File: config.mk
export PLATFORM = sky130hd
export DESIGN_NAME = sem_unit
export DESIGN_NICKNAME = d
export VERILOG_FILES = /design/src/rtl/sem_pkg.sv /design/src/rtl/sem_port_dec.sv /design/src/rtl/sem_cell.sv /design/src/rtl/sem_unit.sv
export SDC_FILE = /design/constraint.sdc
export NUM_CORES = 1
export LEC_CHECK = 0
export ABC_CLOCK_PERIOD_IN_PS = 2400
export BUFFER_PORTS_ARGS = -buffer_cell sky130_fd_sc_hd__clkbuf_2
export CORE_MARGIN = 3
export CORE_UTILIZATION = 45
export CTS_CLUSTER_SIZE = 30
export DETAILED_ROUTE_END_ITERATION = 7
export GPL_ROUTABILITY_DRIVEN = 0
export HOLD_SLACK_MARGIN = 0.03
export PLACE_DENSITY = 0.6
export SLEW_MARGIN = 10
export SYNTH_ARGS = -nofsm -noshare
export SYNTH_HDL_FRONTEND = slang
export SYNTH_SLANG_ARGS = --single-unit
File: constraint.sdc
create_clock -name clk_i -period 2.4 [get_ports clk_i]
set_clock_uncertainty 0.1 [all_clocks]
set_input_delay 0.48 -clock clk_i [delete_from_list [all_inputs] [get_ports clk_i]]
set_output_delay 0.48 -clock clk_i [all_outputs]
set_load 0.005 [all_outputs]
File: src/rtl/sem_pkg.sv
package sem_pkg;
  typedef enum logic [1:0] {
    OWN_FREE = 2'd0,
    OWN_L    = 2'd1,
    OWN_R    = 2'd2
  } owner_e;
endpackage

File: src/rtl/sem_port_dec.sv
module sem_port_dec #(
  parameter int N_SEM = 8,
  localparam int IDX_W = $clog2(N_SEM)
) (
  input  logic             sem_ni,
  input  logic [IDX_W-1:0] idx_i,
  input  logic             we_i,
  input  logic             wdata_i,
  output logic [N_SEM-1:0] req_o,
  output logic [N_SEM-1:0] rel_o
);
  for (genvar i = 0; i < N_SEM; i++) begin : g_dec
    logic hit;
    assign hit      = !sem_ni && we_i && (idx_i == IDX_W'(i));
    assign req_o[i] = hit && !wdata_i;
    assign rel_o[i] = hit && wdata_i;
  end
endmodule

File: src/rtl/sem_cell.sv
module sem_cell
  import sem_pkg::*;
(
  input  logic clk_i,
  input  logic rst_ni,
  input  logic l_req_i,
  input  logic l_rel_i,
  input  logic r_req_i,
  input  logic r_rel_i,
  output logic own_l_o,
  output logic own_r_o,
  output logic pend_l_o,
  output logic pend_r_o
);
  owner_e owner_q, owner_d;
  logic   pl_q, pr_q, pl_d, pr_d;
  logic   l_want, r_want;

  always_comb begin
    l_want  = pl_q || (l_req_i && owner_q != OWN_L);
    r_want  = pr_q || (r_req_i && owner_q != OWN_R);
    owner_d = owner_q;
    if (owner_q == OWN_L && l_rel_i) owner_d = OWN_FREE;
    if (owner_q == OWN_R && r_rel_i) owner_d = OWN_FREE;
    // left has priority on a free token
    if (owner_d == OWN_FREE) begin
      if (l_want)      owner_d = OWN_L;
      else if (r_want) owner_d = OWN_R;
    end
    pl_d = l_want && owner_d != OWN_L;
    pr_d = r_want && owner_d != OWN_R;
  end

  always_ff @(posedge clk_i or negedge rst_ni) begin
    if (!rst_ni) begin
      owner_q <= OWN_FREE;
      pl_q    <= 1'b0;
      pr_q    <= 1'b0;
    end else begin
      owner_q <= owner_d;
      pl_q    <= pl_d;
      pr_q    <= pr_d;
    end
  end

  assign own_l_o  = owner_q == OWN_L;
  assign own_r_o  = owner_q == OWN_R;
  assign pend_l_o = pl_q;
  assign pend_r_o = pr_q;
endmodule

File: src/rtl/sem_unit.sv
module sem_unit #(
  parameter int N_SEM = 8,
  localparam int IDX_W = $clog2(N_SEM)
) (
  input  logic             clk_i,
  input  logic             rst_ni,
  input  logic             l_sem_ni,
  input  logic [IDX_W-1:0] l_idx_i,
  input  logic             l_we_i,
  input  logic             l_wdata_i,
  output logic             l_rdata_o,
  input  logic             r_sem_ni,
  input  logic [IDX_W-1:0] r_idx_i,
  input  logic             r_we_i,
  input  logic             r_wdata_i,
  output logic             r_rdata_o
);
  logic [N_SEM-1:0] l_req, l_rel, r_req, r_rel;
  logic [N_SEM-1:0] own_l, own_r, pend_l, pend_r;

  sem_port_dec #(.N_SEM(N_SEM)) u_dec_l (
    .sem_ni(l_sem_ni), .idx_i(l_idx_i), .we_i(l_we_i), .wdata_i(l_wdata_i),
    .req_o(l_req), .rel_o(l_rel)
  );

  sem_port_dec #(.N_SEM(N_SEM)) u_dec_r (
    .sem_ni(r_sem_ni), .idx_i(r_idx_i), .we_i(r_we_i), .wdata_i(r_wdata_i),
    .req_o(r_req), .rel_o(r_rel)
  );

  for (genvar i = 0; i < N_SEM; i++) begin : g_cell
    sem_cell u_cell (
      .clk_i   (clk_i),
      .rst_ni  (rst_ni),
      .l_req_i (l_req[i]),
      .l_rel_i (l_rel[i]),
      .r_req_i (r_req[i]),
      .r_rel_i (r_rel[i]),
      .own_l_o (own_l[i]),
      .own_r_o (own_r[i]),
      .pend_l_o(pend_l[i]),
      .pend_r_o(pend_r[i])
    );
  end

  // 0 = this port holds the token
  assign l_rdata_o = l_sem_ni ? 1'b1 : !own_l[l_idx_i];
  assign r_rdata_o = r_sem_ni ? 1'b1 : !own_r[r_idx_i];
endmodule

==> metrics.yaml <==
placement:
  port_buffers: 15
  dpl.hpwl_mm: 3.11
  place_ws_ps: 262
clock_network:
  root_buffer: "clkbuf_8"
  cts_htree_levels: 2
  cts_tree: "yes"
  cts_made_buffers: 5
  max-clock-path-buffers: 2
  path_clk_slew_ps: 60
  clkLatencyLatePin_ps: 280
  clock-sinks: 32
final_layout:
  nFillCells: 320
  multi_input_area_sq_um: 890
  drive_gt1_share_pct: 21.0
  seq_area_sq_um: 801
  fin_nets: 213
  diodes: 0
  area_growth_pct: 16.6
flow_run:
  drv_cap: 0
yosys:
  synth_enable_flop_cells: 0
  ys_top_cells_by_area: "dfrtp_1 (47%), nand2b_1 (7.7%), o31ai_1 (5.7%)"
  yosysUniqueCellTypes: 34
  synth.avg_cell_area_sq_um: 9.97
  synth-seq-cells: 32
  yosysSeqAreaShare_pct: 46.7
  synth_top_cell_area_share_pct: 46.7
  synth_most_common_cell: "dfrtp_1"
  synth_cells: 172
  syn_area_sq_um: 1710
  synth.top_cells.by_count: "dfrtp_1 (32), nand2b_1 (21), nand2_1 (15)"
  async_flop_share_pct: 100
  yosysWarnings: 0
  yosysTopAreaCell: "dfrtp_1"
  syn_nets: 186
  synth_ff_type: "dfrtp_1"
timing:
  fmax_mhz: 425
  maxSlewHeadroom_pct: 48.1
  setup_violations: 0
  hold_viol: 0
  finalMaxSlewViolations: 0
  final.period_utilization_pct: 98.0
  setup_slack_ps: 47.8
  rsz0062_at_grt: "yes"
  layout_min_cycle_time_ps: 2350
  worstMarginPinSlew_ps: 779
global_routing:
  grt_pass1_vias: 1435
  grt_max_degree: 33
  grtUsageTotal_pct: 21.0
  antenna_found_initial: 0
  grt_pass1_wl_mm: 6.92
  grt.overflow.total: 0
pwr:
  power.density_nw_per_um2: 854
  power.total_w: 0.00171
  irDropWorstVdd_mv: 0.434
  p_leak_nw: 0.888
die:
  io_pins: 16
  die_area_sq_um: 4590
  fp.dieW_um: 67.7
  core_sq_um: 3490
  rows: 21
  start_util_pct: 49.1
  die_y_um: 67.7
setup_path:
  rr_startpoint: "g_cell[2].u_cell.owner_q[0]"
  cp.arrival_ps: 1770
  worstPathCellList: "nand2b_4 > mux4_2 > or2_0 > a21o_1 > clkbuf_2"
  required_ps: 1820
  start_kind: "register"
  crit_slowest_cell: "mux4_2"
  path_delay_family: "multiplexers"
  cp.buffers_inverters: 1
  cp-end-kind: "output port"
  crit_start: "g_cell[7].u_cell.owner_q[0]"
  crit_fanout: 4
  slowest_delay_ps: 450
  critPathKind: "register to output port"
detailed_routing:
  wirelength_mm: 4.27
  ant_nets: 0
  drtIter0Drc: 123
  dr.pass1.iters: 4
  avgRoutedWirePerCell_um: 17.3
  vias: 1464
  vias_per_cell: 5.95
  drc: 0
min_path:
  min_path_type: "primary input to async pin"
run_status:
  outcome: "finished, final reports clean"
[routing by layer]
layer	track usage (%)	vias to the layer above	part of all wire, %
li1	-	709	-
met1	27.0	710	47
met2	33.8	37	47
met3	5.32	8	4.3
met4	7.85	0	1.3
met5	0	-	0
[through the flow]
| stage | hold slack (ps) | setup TNS (ps) | utilization [%] | cell area, sq um | std cells |
|---|---|---|---|---|---|
| after CTS | 201 | 0 | 56.5 | 1980 | 243 |
| after floorplan | 84.4 | 0 | - | 1710 | 172 |
| after detailed placement | 382 | 0 | 53.5 | 1870 | 234 |
| final | 164 | 0 | 57.2 | 2000 | 246 |
| after global placement | 376 | 0 | 53.5 | 1870 | 234 |
| after global routing | 217 | -33.3 | 57.2 | 2000 | 246 |
[cell usage in the layout (no fill, tap or decap), drive strengths merged, types with 2 or more instances in the layout]
cell type  instances
dfrtp             32
a31oi             12
and3               4
o41ai              4
mux4               3
nor2              11
nor4b              2
buf                9
clkinv             2
nor2b              6
a21oi              9
nand4b             2
inv                4
o31ai             13
nand2             15
o21ai             12
a41oi              3
or2                2
a2bb2oi            2
nand2b            21
clkbuf            21
[final timing paths]
check	end	slack, ps	cells after the start
max	r_rdata_o	50	5
min	g_cell[2].u_cell.owner_q[1]	160	1
max reg2reg	g_cell[2].u_cell.pend_r_o	940	4
min reg2reg	g_cell[2].u_cell.owner_q[1]	400	1
max in group asynchronous	g_cell[4].u_cell.pend_l_o	1540	1
min in group clk_i	g_cell[2].u_cell.owner_q[1]	400	1
[sequential cells by signal, indices dropped and copies added, names as in the netlist]
| register | count |
|---|---|
| g_cell.u_cell.owner_q | 16 |
| g_cell.u_cell.pend_l_o | 8 |
| g_cell.u_cell.pend_r_o | 8 |
[layout make-up]
cell class	count	area share, %
clock buffer	6	4.13
tap	46	2.88
clock inverter	2	0.501
timing repair buffer	24	7.14
sequential	32	40.1
inverter	4	0.751
multi-input combinational	132	44.5
[report_power, final]
part           internal [W]  switching (W)  leakage (nW)
registers          0.000651       0.000104         0.425
clock network      0.000229       0.000198        0.0510
logic              0.000242       0.000282         0.412
[cells by family (layout without fill, tap and decap cells)]
logic type             after synthesis  count (layout)  share of synthesized area, %
AOI/OAI and AO/OA                   60              60                          23.3
buffers and inverters                8              36                          1.82
DFF                                 32              32                          46.7
muxes                                3               3                          3.94
and+or+nand+nor                     69              69                          24.2
[repair_timing]
action / CTS / global route
setup endpoints to repair: 1 / 1
hold buffers: 0 / 0
setup buffers: 1 / 3
cloned: 0 / 0
resized for setup: 1 / 0
pin swaps: 0 / 0
No activity file was read; power rests on OpenSTA's default activity.
